===== src/rtl/pllcfg_pkg.sv =====
package pllcfg_pkg;

    localparam int HALF_W   = 16;
    localparam int WORD_W   = 32;
    localparam int FB_W     = 12;
    localparam int PA_W     = 3;
    localparam int REF_W    = 6;
    localparam int PB_W     = 3;
    localparam int FRAC_W   = 24;

    // bit positions inside the stored halfwords
    localparam int FB_LSB   = 0;
    localparam int PA_LSB   = FB_LSB + FB_W;
    localparam int REF_LSB  = 0;
    localparam int PB_LSB   = REF_LSB + REF_W;
    localparam int LOCK_BIT = 10;
    localparam int BYP_BIT  = 12;
    localparam int PD_BIT   = 13;

    // implemented (writable) bits of the masked words
    localparam logic [HALF_W-1:0] W0_IMPL =
        HALF_W'(((1 << (FB_W + PA_W)) - 1) << FB_LSB);
    localparam logic [HALF_W-1:0] W1_IMPL =
        HALF_W'(((1 << (REF_W + PB_W)) - 1) << REF_LSB) |
        HALF_W'(1 << BYP_BIT) | HALF_W'(1 << PD_BIT);

    // reset: every divider at 1, integer mode, powered down
    localparam logic [HALF_W-1:0] W0_RST =
        HALF_W'(1 << PA_LSB) | HALF_W'(1 << FB_LSB);
    localparam logic [HALF_W-1:0] W1_RST =
        HALF_W'(1 << PD_BIT) | HALF_W'(1 << BYP_BIT) |
        HALF_W'(1 << PB_LSB) | HALF_W'(1 << REF_LSB);
    localparam logic [FRAC_W-1:0] FRAC_RST = '0;

    typedef enum logic [1:0] {
        SEL_DIV  = 2'd0,
        SEL_CFG  = 2'd1,
        SEL_FRAC = 2'd2,
        SEL_NONE = 2'd3
    } word_sel_e;

    typedef struct packed {
        logic [HALF_W-1:0] w0;
        logic [HALF_W-1:0] w1;
        logic [FRAC_W-1:0] frac;
    } bank_state_t;

endpackage


===== src/rtl/pllcfg_hwmask.sv =====
module pllcfg_hwmask
    import pllcfg_pkg::*;
#(
    parameter logic [HALF_W-1:0] IMPL = '1
) (
    input  logic [HALF_W-1:0] cur,
    input  logic [WORD_W-1:0] wdata,
    output logic [HALF_W-1:0] nxt
);

    logic [HALF_W-1:0] unused_bits;

    for (genvar i = 0; i < HALF_W; i++) begin : g_bit
        if (IMPL[i]) begin : g_impl
            assign nxt[i]         = wdata[i + HALF_W] ? wdata[i] : cur[i];
            assign unused_bits[i] = 1'b0;
        end else begin : g_hole
            assign nxt[i]         = 1'b0;
            assign unused_bits[i] = cur[i] ^ wdata[i] ^ wdata[i + HALF_W];
        end
    end

endmodule


===== src/rtl/pllcfg_sync.sv =====
module pllcfg_sync #(
    parameter int STAGES = 2
) (
    input  logic clk,
    input  logic rst_n,
    input  logic din,
    output logic dout
);

    logic [STAGES-1:0] sh_d, sh_q;

    always_comb begin
        sh_d = {sh_q[STAGES-2:0], din};
    end

    always_ff @(posedge clk or negedge rst_n) begin
        if (!rst_n) sh_q <= '0;
        else        sh_q <= sh_d;
    end

    assign dout = sh_q[STAGES-1];

endmodule


===== src/rtl/pllcfg_regs.sv =====
module pllcfg_regs
    import pllcfg_pkg::*;
(
    input  logic              clk,
    input  logic              rst_n,
    input  logic              wr_en,
    input  word_sel_e         sel,
    input  logic [WORD_W-1:0] wr_data,
    output bank_state_t       state_q
);

    bank_state_t       state_d;
    logic [HALF_W-1:0] w0_merged;
    logic [HALF_W-1:0] w1_merged;
    logic [WORD_W-FRAC_W-1:0] unused_top;

    pllcfg_hwmask #(.IMPL(W0_IMPL)) i_mask_w0 (
        .cur   (state_q.w0),
        .wdata (wr_data),
        .nxt   (w0_merged)
    );

    pllcfg_hwmask #(.IMPL(W1_IMPL)) i_mask_w1 (
        .cur   (state_q.w1),
        .wdata (wr_data),
        .nxt   (w1_merged)
    );

    assign unused_top = wr_data[WORD_W-1:FRAC_W];

    always_comb begin
        state_d = state_q;
        if (wr_en) begin
            case (sel)
                SEL_DIV:  state_d.w0   = w0_merged;
                SEL_CFG:  state_d.w1   = w1_merged;
                SEL_FRAC: state_d.frac = wr_data[FRAC_W-1:0];
                default:  state_d      = state_q;
            endcase
        end
    end

    always_ff @(posedge clk or negedge rst_n) begin
        if (!rst_n) begin
            state_q.w0   <= W0_RST;
            state_q.w1   <= W1_RST;
            state_q.frac <= FRAC_RST;
        end else begin
            state_q <= state_d;
        end
    end

endmodule


===== src/rtl/pllcfg_bank.sv =====
module pllcfg_bank
    import pllcfg_pkg::*;
#(
    parameter int ADDR_W      = 4,
    parameter int SYNC_STAGES = 2
) (
    input  logic              clk,
    input  logic              rst_n,
    input  logic [ADDR_W-1:0] addr,
    input  logic              wr_en,
    input  logic [31:0]       wr_data,
    output logic [31:0]       rd_data,
    input  logic              lock_in,
    output logic [11:0]       fb_div,
    output logic [2:0]        post_div_a,
    output logic [5:0]        ref_div,
    output logic [2:0]        post_div_b,
    output logic              frac_bypass,
    output logic [23:0]       frac_word,
    output logic              pwr_dn,
    output logic              pll_en
);

    localparam int WORD_LSB = 2;
    localparam int SEL_W    = 2;
    localparam int DEC_TOP  = WORD_LSB + SEL_W;

    bank_state_t state_q;
    word_sel_e   sel;
    logic        hi_ok;
    logic        lock_s;
    logic        wr_hit;
    logic [1:0]  unused_lsb;

    assign unused_lsb = addr[WORD_LSB-1:0];
    assign sel        = word_sel_e'(addr[WORD_LSB +: SEL_W]);

    if (ADDR_W > DEC_TOP) begin : g_hi
        assign hi_ok = ~|addr[ADDR_W-1:DEC_TOP];
    end else begin : g_nohi
        assign hi_ok = 1'b1;
    end

    assign wr_hit = wr_en & hi_ok;

    pllcfg_regs i_regs (
        .clk     (clk),
        .rst_n   (rst_n),
        .wr_en   (wr_hit),
        .sel     (sel),
        .wr_data (wr_data),
        .state_q (state_q)
    );

    pllcfg_sync #(.STAGES(SYNC_STAGES)) i_lock_sync (
        .clk   (clk),
        .rst_n (rst_n),
        .din   (lock_in),
        .dout  (lock_s)
    );

    always_comb begin
        rd_data = '0;
        if (hi_ok) begin
            case (sel)
                SEL_DIV:  rd_data[HALF_W-1:0] = state_q.w0;
                SEL_CFG: begin
                    rd_data[HALF_W-1:0] = state_q.w1;
                    rd_data[LOCK_BIT]   = lock_s;
                end
                SEL_FRAC: rd_data[FRAC_W-1:0] = state_q.frac;
                default:  rd_data = '0;
            endcase
        end
    end

    assign fb_div      = state_q.w0[FB_LSB +: FB_W];
    assign post_div_a  = state_q.w0[PA_LSB +: PA_W];
    assign ref_div     = state_q.w1[REF_LSB +: REF_W];
    assign post_div_b  = state_q.w1[PB_LSB +: PB_W];
    assign frac_bypass = state_q.w1[BYP_BIT];
    assign pwr_dn      = state_q.w1[PD_BIT];
    assign pll_en      = ~state_q.w1[PD_BIT];
    assign frac_word   = state_q.frac;

endmodule


===== config.mk =====
export PLATFORM = sky130hd
export DESIGN_NAME = pllcfg_bank
export DESIGN_NICKNAME = d
export VERILOG_FILES = /design/src/rtl/pllcfg_pkg.sv /design/src/rtl/pllcfg_hwmask.sv /design/src/rtl/pllcfg_sync.sv /design/src/rtl/pllcfg_regs.sv /design/src/rtl/pllcfg_bank.sv
export SDC_FILE = /design/constraint.sdc
export NUM_CORES = 1
export LEC_CHECK = 0
export BUFFER_PORTS_ARGS = -buffer_cell sky130_fd_sc_hd__buf_2
export CAP_MARGIN = 25
export CORE_AREA = 3 3 88 90
export CTS_CLUSTER_SIZE = 25
export DETAILED_ROUTE_END_ITERATION = 8
export DIE_AREA = 0 0 91 93
export PLACE_DENSITY = 0.68
export SYNTH_ARGS = -nofsm -noshare
export SYNTH_HDL_FRONTEND = slang
export SYNTH_SLANG_ARGS = --single-unit

===== constraint.sdc =====
create_clock -name clk -period 1.3 [get_ports clk]
set_clock_uncertainty 0.05 [all_clocks]
set_input_delay 0.26 -clock clk [delete_from_list [all_inputs] [get_ports clk]]
set_output_delay 0.26 -clock clk [all_outputs]
set_load 0.01 [all_outputs]

==> results of run 1 <==
-- cells by family (layout without fill, tap and decap cells) --
group	Yosys count	after routing	share of synthesized area [%]
mux	65	65	29.80
buf+inv	24	167	6.280
flops	52	52	46.59
other cells	1	8	0.1335
compound gates	12	12	3.742
simple gates	40	40	13.45
-- timing repair --
item                                    in CTS  in global routing
resized for setup                           24                 37
gates cloned                                 2                  0
pin swaps                                   12                  0
hold buffers                                 1                  0
hold endpoints to repair                    46                  0
endpoints found under the setup margin      29                 43
buffers inserted                            25                  4
-- final cells by class --
type                    instances  area, sq um  share of cell area, %
multi-input cells             125         1380                  32.97
clock buffers                   6        82.58                  1.973
repair buffers                158         1276                  30.49
clock inverters                 2        10.01                 0.2392
well taps                      99        123.9                  2.960
flip-flops and latches         52         1309                  31.27
inverters                       1        3.754                0.08969
-- sequential cells by signal, indices dropped and copies added, names as in the netlist --
name	flops
i_regs.state_q	50
i_lock_sync.sh_q	2
-- power by group through the flow --
| stage | sequential (mW) | combinational (mW) | clock [mW] |
|---|---|---|---|
| floorplan | 2.37 | 0.745 | 0 |
| global placement | 2.25 | 1.52 | 0 |
| detailed placement | 2.26 | 1.54 | 0 |
| CTS | 2.19 | 1.95 | 0.996 |
| global route | 2.25 | 2.31 | 1.04 |
| finish | 2.20 | 2.15 | 0.948 |
-- worst max-delay path, cell delays in order (launching register included) --
cell and delay, ps:
dfstp_2 550, mux2i_1 70, o2bb2ai_1 150, buf_2 150
-- synth_stat cells --
master | instances | area [sq um]
nor2_1 | 3 | 11.26
nand4b_1 | 11 | 96.34
conb_1 | 1 | 3.750
and4bb_1 | 13 | 162.7
dfrtp_1 | 46 | 1151
mux2i_1 | 15 | 150.1
buf_2 | 5 | 25.02
mux2_1 | 1 | 11.26
and2_1 | 9 | 56.30
clkbuf_1 | 2 | 7.510
inv_1 | 1 | 3.750
nand3b_4 | 1 | 20.02
nor2b_1 | 1 | 6.260
mux2_2 | 16 | 180.2
dfstp_2 | 6 | 157.7
mux2_4 | 33 | 495.5
and4bb_2 | 2 | 25.02
buf_4 | 9 | 67.56
clkbuf_2 | 1 | 5.000
buf_6 | 6 | 67.56
o2bb2ai_1 | 12 | 105.1
-- per-layer routing --
layer,share of wire (%),routed length (microns),vias to the layer above,GRT usage [%]
met4,1.2,88,0,4.648
li1,-,-,1001,-
met1,41,2985,1080,21.76
met2,53,3882,65,29.37
met5,0,0,-,0
met3,4.7,340,7,3.459
-- worst max path at each step --
stage,start,end,slack (ps),cells after the start
final,i_regs.state_q[52]$_DFFE_PN1P_,rd_data[12],-220,3
after global routing,i_regs.state_q[40]$_DFFE_PN1P_,rd_data[0],-280,3
after CTS,i_regs.state_q[52]$_DFFE_PN1P_,rd_data[12],-210,3
after detailed placement,addr[3],rd_data[0],-140,5
after global placement,addr[3],rd_data[0],-130,5
after floorplan,wr_en,i_regs.state_q[48]$_DFFE_PN0P_,50,4
==> results by group, run 1 <==
Yosys
  • Mapped Avg Cell Area: 14.48 sq um
  • Flops & latches, synth: 52
  • Sequential area share after synthesis: 46.59%
  • Ys Warns: 0
  • Mapped Area: 2809 sq um
  • Synthesized instance count: 194
  • Unique cell type count in the Yosys netlist: 21

Min path
  • Hold wc startpoint: lock_in
  • WHS Path Cells: 1
  • Min-delay worst type: in2reg
  • Worst Hold End: i_lock_sync.sh_q[0]$_DFF_PN0_

Outcome
  • Failing checks: negative setup slack
  • Status: complete, but fails checks

Critical path
  • Critical path class: reg2out
  • Worst-path maximum fanout: 2
  • Crit. End Element: output pin
  • Arrival @ worst endpoint: 1210 ps
  • R2R Path Start: i_regs.state_q[37]$_DFFE_PN1P_
  • Capturing point of the worst reg2reg path: i_regs.state_q[37]$_DFFE_PN1P_
  • Worst Reg-to-Reg Cells: 3
  • CP startpoint kind: flop
  • Reg-to-reg slack, setup: 310 ps
  • Worst EP required: 990 ps

Placed design
  • DP Wirelength: 4.926 mm
  • PortBufs: 111
  • Post-DP Area: 3540 sq um
  • Placer Congestion: 0.7250
  • Worst slack at placement: -137.9 ps
  • Placed insts: 404

Die
  • Die height: 93 microns
  • Die width: 91 microns
  • Core Box Area: 7137 sq um
  • Ports: 123
  • Die area: 8463 sq um
  • Rows: 31
  • Starting Density: 39.36%

Layout
  • Layout cell share with drive strength beyond 1: 68.02%
  • Syn-to-layout area delta: 49.00%
  • Non-filler cells, final: 443
  • Commonest cells after routing, fill and taps aside: 81 x buf_2, 46 x dfrtp_1, 36 x buf_6
  • Most common cell after layout, fill and taps aside: buf_2
  • Ant. Diodes: 0
  • Fill cell count: 608
  • Layout Nets: 383
  • Design area: 4185 sq um
  • Final core occ: 58.64%

Clock tree
  • Clock sink count: 52
  • CTS tree: yes
  • H-Tree Depth: 2
  • CTS buffer count: 5
  • Clock latency on the worst-skew pair: 300 ps
  • Root buffer cell: clkbuf_8
  • Clock buffer depth: 2
  • Worst-path clk slew: 90 ps

GRT
  • Grt total ovfl: 0
  • Vias in the first global route: 2,201
  • Largest net degree at the start of global routing: 53
  • First-pass GRT wire length: 11.54 mm
  • Initial antenna violation count: 0
  • Global-route usage over all layers: 17.02%

Power and ir drop
  • Lkg Pwr: 2.134 nW
  • Gate power share: 40.5%
  • Overall power: 5.298 mW
  • Peak VDD IR: 662.4 uV
  • Sw Ratio: 29.91%
  • Pwr dens: 1266 nW/um^2
  • Int Power: 3.713 mW
  • Net switching power: 1.585 mW
  • Sequential share of power: 41.6%
  • Clock power frac: 17.9%

STA
  • RSZ-0062 raised after global routing: yes
  • Worst hold slack: 31.59 ps
  • Final Critical Period: 1525 ps
  • Total negative slack: -1867 ps
  • PnR worst setup slack: -224.7 ps
  • Hold Vio Cnt, Final: 0
  • Max-slew violations: 0
  • Setup Viol. Count Final: 30
  • Max frequency: 655.9 MHz
  • Final period util: 117.3%

Route
  • Vias: 2,153
  • WL/cell: 16.47 microns
  • DRT iter0 DRCs: 62
  • DR vias/cell: 4.860
  • DRT Wirelength: 7.297 mm
  • Post-route ant nets: 0
  • Post-route DRC: 0
  • Drt first pass iters: 4

Run
  • Max-capacitance violation count: 0
(Power assumes the default switching activity.)
==> run 2: changes to the inputs <==
- SKIP_CTS_REPAIR_TIMING: not set -> 1
==> run 2 against run 1 <==
Against the previous run:
- the run still ends with negative setup slack left
- highest routed layer unchanged
- largest power group unchanged
- flip-flop and latch count unchanged
- routed wire length decreased by 3.5%
- global-route usage shrank 1.3 points
- hold slack improved by 2.2 ps
- cell area decreased by 5.2%
- die area unchanged
- critical endpoint unchanged
- worst setup slack worse by 12 ps
- final cell count shrank 1.8%
- first-iteration DRC count increased by 8.1%
==> results by group, run 2 (synthesized netlist as in run 1, its figures left out) <==
Outcome
  • Status: complete, but fails checks (unchanged)
  • Failing checks: negative setup slack (unchanged)

Critical path
  • Worst EP required: 990 ps (about the same)
  • CP startpoint kind: flop (unchanged)
  • Worst path top cell family by delay: flip-flops (unchanged)
  • Arrival @ worst endpoint: 1230 ps (was 1210 ps)
  • CP bufs+invs: 1 (unchanged)
  • Crit-path max cell delay: 560 ps (was 550 ps)
  • Worst path cell trace: mux2i_1 -> o2bb2ai_1 -> buf_2 (unchanged)
  • Worst-path maximum fanout: 3 (was 2)
  • Slowest stage cell, crit path: dfstp_2 (unchanged)
  • Crit. End Element: output pin (unchanged)
  • Critical path class: reg2out (unchanged)

Layout
  • Largest Register: i_regs.state_q (unchanged)
  • Syn-to-layout area delta: 41.20% (was 49.00%)
  • Fill cell count: 648 (was 608)
  • Most common cell after layout, fill and taps aside: buf_2 (unchanged)
  • Largest register FFs: 50 (unchanged)
  • Ant. Diodes: 0 (unchanged)
  • Commonest cells after routing, fill and taps aside: 96 x buf_2, 46 x dfrtp_1, 33 x mux2_4 (was 81 x buf_2, 46 x dfrtp_1, 36 x buf_6)
  • Layout Nets: 375 (was 383)
  • Layout cell share with drive strength beyond 1: 66.67% (was 68.02%)
  • Biggest regs: i_regs.state_q x50, i_lock_sync.sh_q x2 (unchanged)

Run
  • Max-capacitance violation count: 0 (unchanged)

STA
  • RSZ-0062 raised after global routing: yes (unchanged)
  • Max-slew violations: 0 (unchanged)
  • Final Critical Period: 1537 ps (was 1525 ps)
  • Hold Vio Cnt, Final: 0 (unchanged)
  • Final period util: 118.2% (was 117.3%)
  • Max frequency: 650.6 MHz (was 655.9 MHz)
  • PnR worst setup slack: -237.0 ps (was -224.7 ps)
  • Setup Viol. Count Final: 28 (was 30)

GRT
  • Global-route usage over all layers: 15.74% (was 17.02%)
  • First-pass GRT wire length: 10.71 mm (was 11.54 mm)
  • Largest net degree at the start of global routing: 53 (unchanged)
  • Initial antenna violation count: 0 (unchanged)
  • Grt total ovfl: 0 (unchanged)
  • Vias in the first global route: 2,014 (was 2,201)

Die
  • Die height: 93 microns (unchanged)
  • Starting Density: 39.36% (unchanged)
  • Die width: 91 microns (unchanged)
  • Rows: 31 (unchanged)
  • Ports: 123 (unchanged)
  • Die area: 8463 sq um (unchanged)
  • Core Box Area: 7137 sq um (unchanged)

Placed design
  • PortBufs: 111 (unchanged)
  • DP Wirelength: 4.926 mm (unchanged)
  • Placer Congestion: 0.7250 (unchanged)
  • Worst slack at placement: -137.9 ps (unchanged)

Min path
  • Min-delay worst type: in2reg (unchanged)

Clock tree
  • Clock latency on the worst-skew pair: 290 ps (was 300 ps)
  • Root buffer cell: clkbuf_8 (unchanged)
  • Worst-path clk slew: 90 ps (about the same)
  • Clock sink count: 52 (unchanged)
  • CTS buffer count: 5 (unchanged)
  • Clock buffer depth: 2 (unchanged)
  • CTS tree: yes (unchanged)
  • H-Tree Depth: 2 (unchanged)

Route
  • DRT iter0 DRCs: 67 (was 62)
  • Drt first pass iters: 4 (unchanged)
  • DRT Wirelength: 7.041 mm (was 7.297 mm)
  • DR vias/cell: 4.789 (was 4.860)
  • Post-route DRC: 0 (unchanged)
  • Vias: 2,083 (was 2,153)
  • WL/cell: 16.19 microns (was 16.47 microns)
  • Post-route ant nets: 0 (unchanged)

Power and ir drop
  • Peak VDD IR: 670.4 uV (was 662.4 uV)
  • Pwr dens: 1264 nW/um^2 (was 1266 nW/um^2)
  • Lkg Pwr: 2.038 nW (was 2.134 nW)
  • Overall power: 5.012 mW (was 5.298 mW)
==> run 2: changes by cell type in the layout (fill, tap and decap cells not counted) <==
cell,change
buf_6,-19
buf_12,-1
and2_4,-2
bufbuf_16,-1
buf_2,+15
buf_4,-1
buf_8,-1
and2_1,+2
==> run 2: where the power goes <==
part           switching [mW]  internal [mW]  total (mW)  leakage, nW
logic                   0.751           1.10        1.85         1.38
clock network           0.513          0.426       0.939       0.0510
registers               0.252           1.97        2.22        0.610
total                    1.52           3.50        5.01         2.04
==> run 2: metal layers <==
layer  track usage [%]  vias to the layer above  part of all wire, %
li1                  -                      983                    -
met1             20.52                     1037                   43
met2             26.55                       61                   52
met3             3.379                        2                  4.8
met5                 0                        -                    0
met4             4.271                        0                 0.67
==> run 2: worst paths after layout <==
path	endpoint	from	cells past startpoint	slack [ps]
max in group asynchronous	i_regs.state_q[52]$_DFFE_PN1P_	rst_n	3	470
max	rd_data[12]	i_regs.state_q[52]$_DFFE_PN1P_	3	-240
min reg2reg	i_lock_sync.sh_q[1]$_DFF_PN0_	i_lock_sync.sh_q[0]$_DFF_PN0_	0	320
min in group asynchronous	i_regs.state_q[15]$_DFFE_PN0P_	rst_n	3	430
max reg2reg	i_regs.state_q[16]$_DFFE_PN0P_	i_regs.state_q[16]$_DFFE_PN0P_	2	340
min	i_lock_sync.sh_q[0]$_DFF_PN0_	lock_in	1	30
==> run 2: final cells by class <==
type                            instances  area, sq um  area share, %
Clock buffer                            6        82.58          2.082
Timing Repair Buffer                  150         1062          26.78
Multi-Input combinational cell        125         1375          34.67
Inverter                                1        3.754        0.09464
Sequential cell                        52         1309          33.00
Tap cell                               99        123.9          3.123
Clock inverter                          2        10.01         0.2524
==> run 2: worst register-to-register path, delay by kind of cell, from the launching register on <==
kind                   cells  cell delay [ps]
flip-flops                 1              420
multiplexers               1              250
buffers and inverters      1              140
==> run 2: stage by stage <==
step                      util [%]  hold slack [ps]  area [sq um]  setup TNS [ps]  cells
final                        55.57            33.84          3966           -1845    435
after global routing         55.57            9.687          3966           -3488    435
after floorplan                  -           -85.59          2836               0    201
after CTS                    50.89           -108.0          3632           -3135    412
after detailed placement     49.60            224.0          3540           -4133    404
after global placement       49.60            222.7          3540           -3871    404
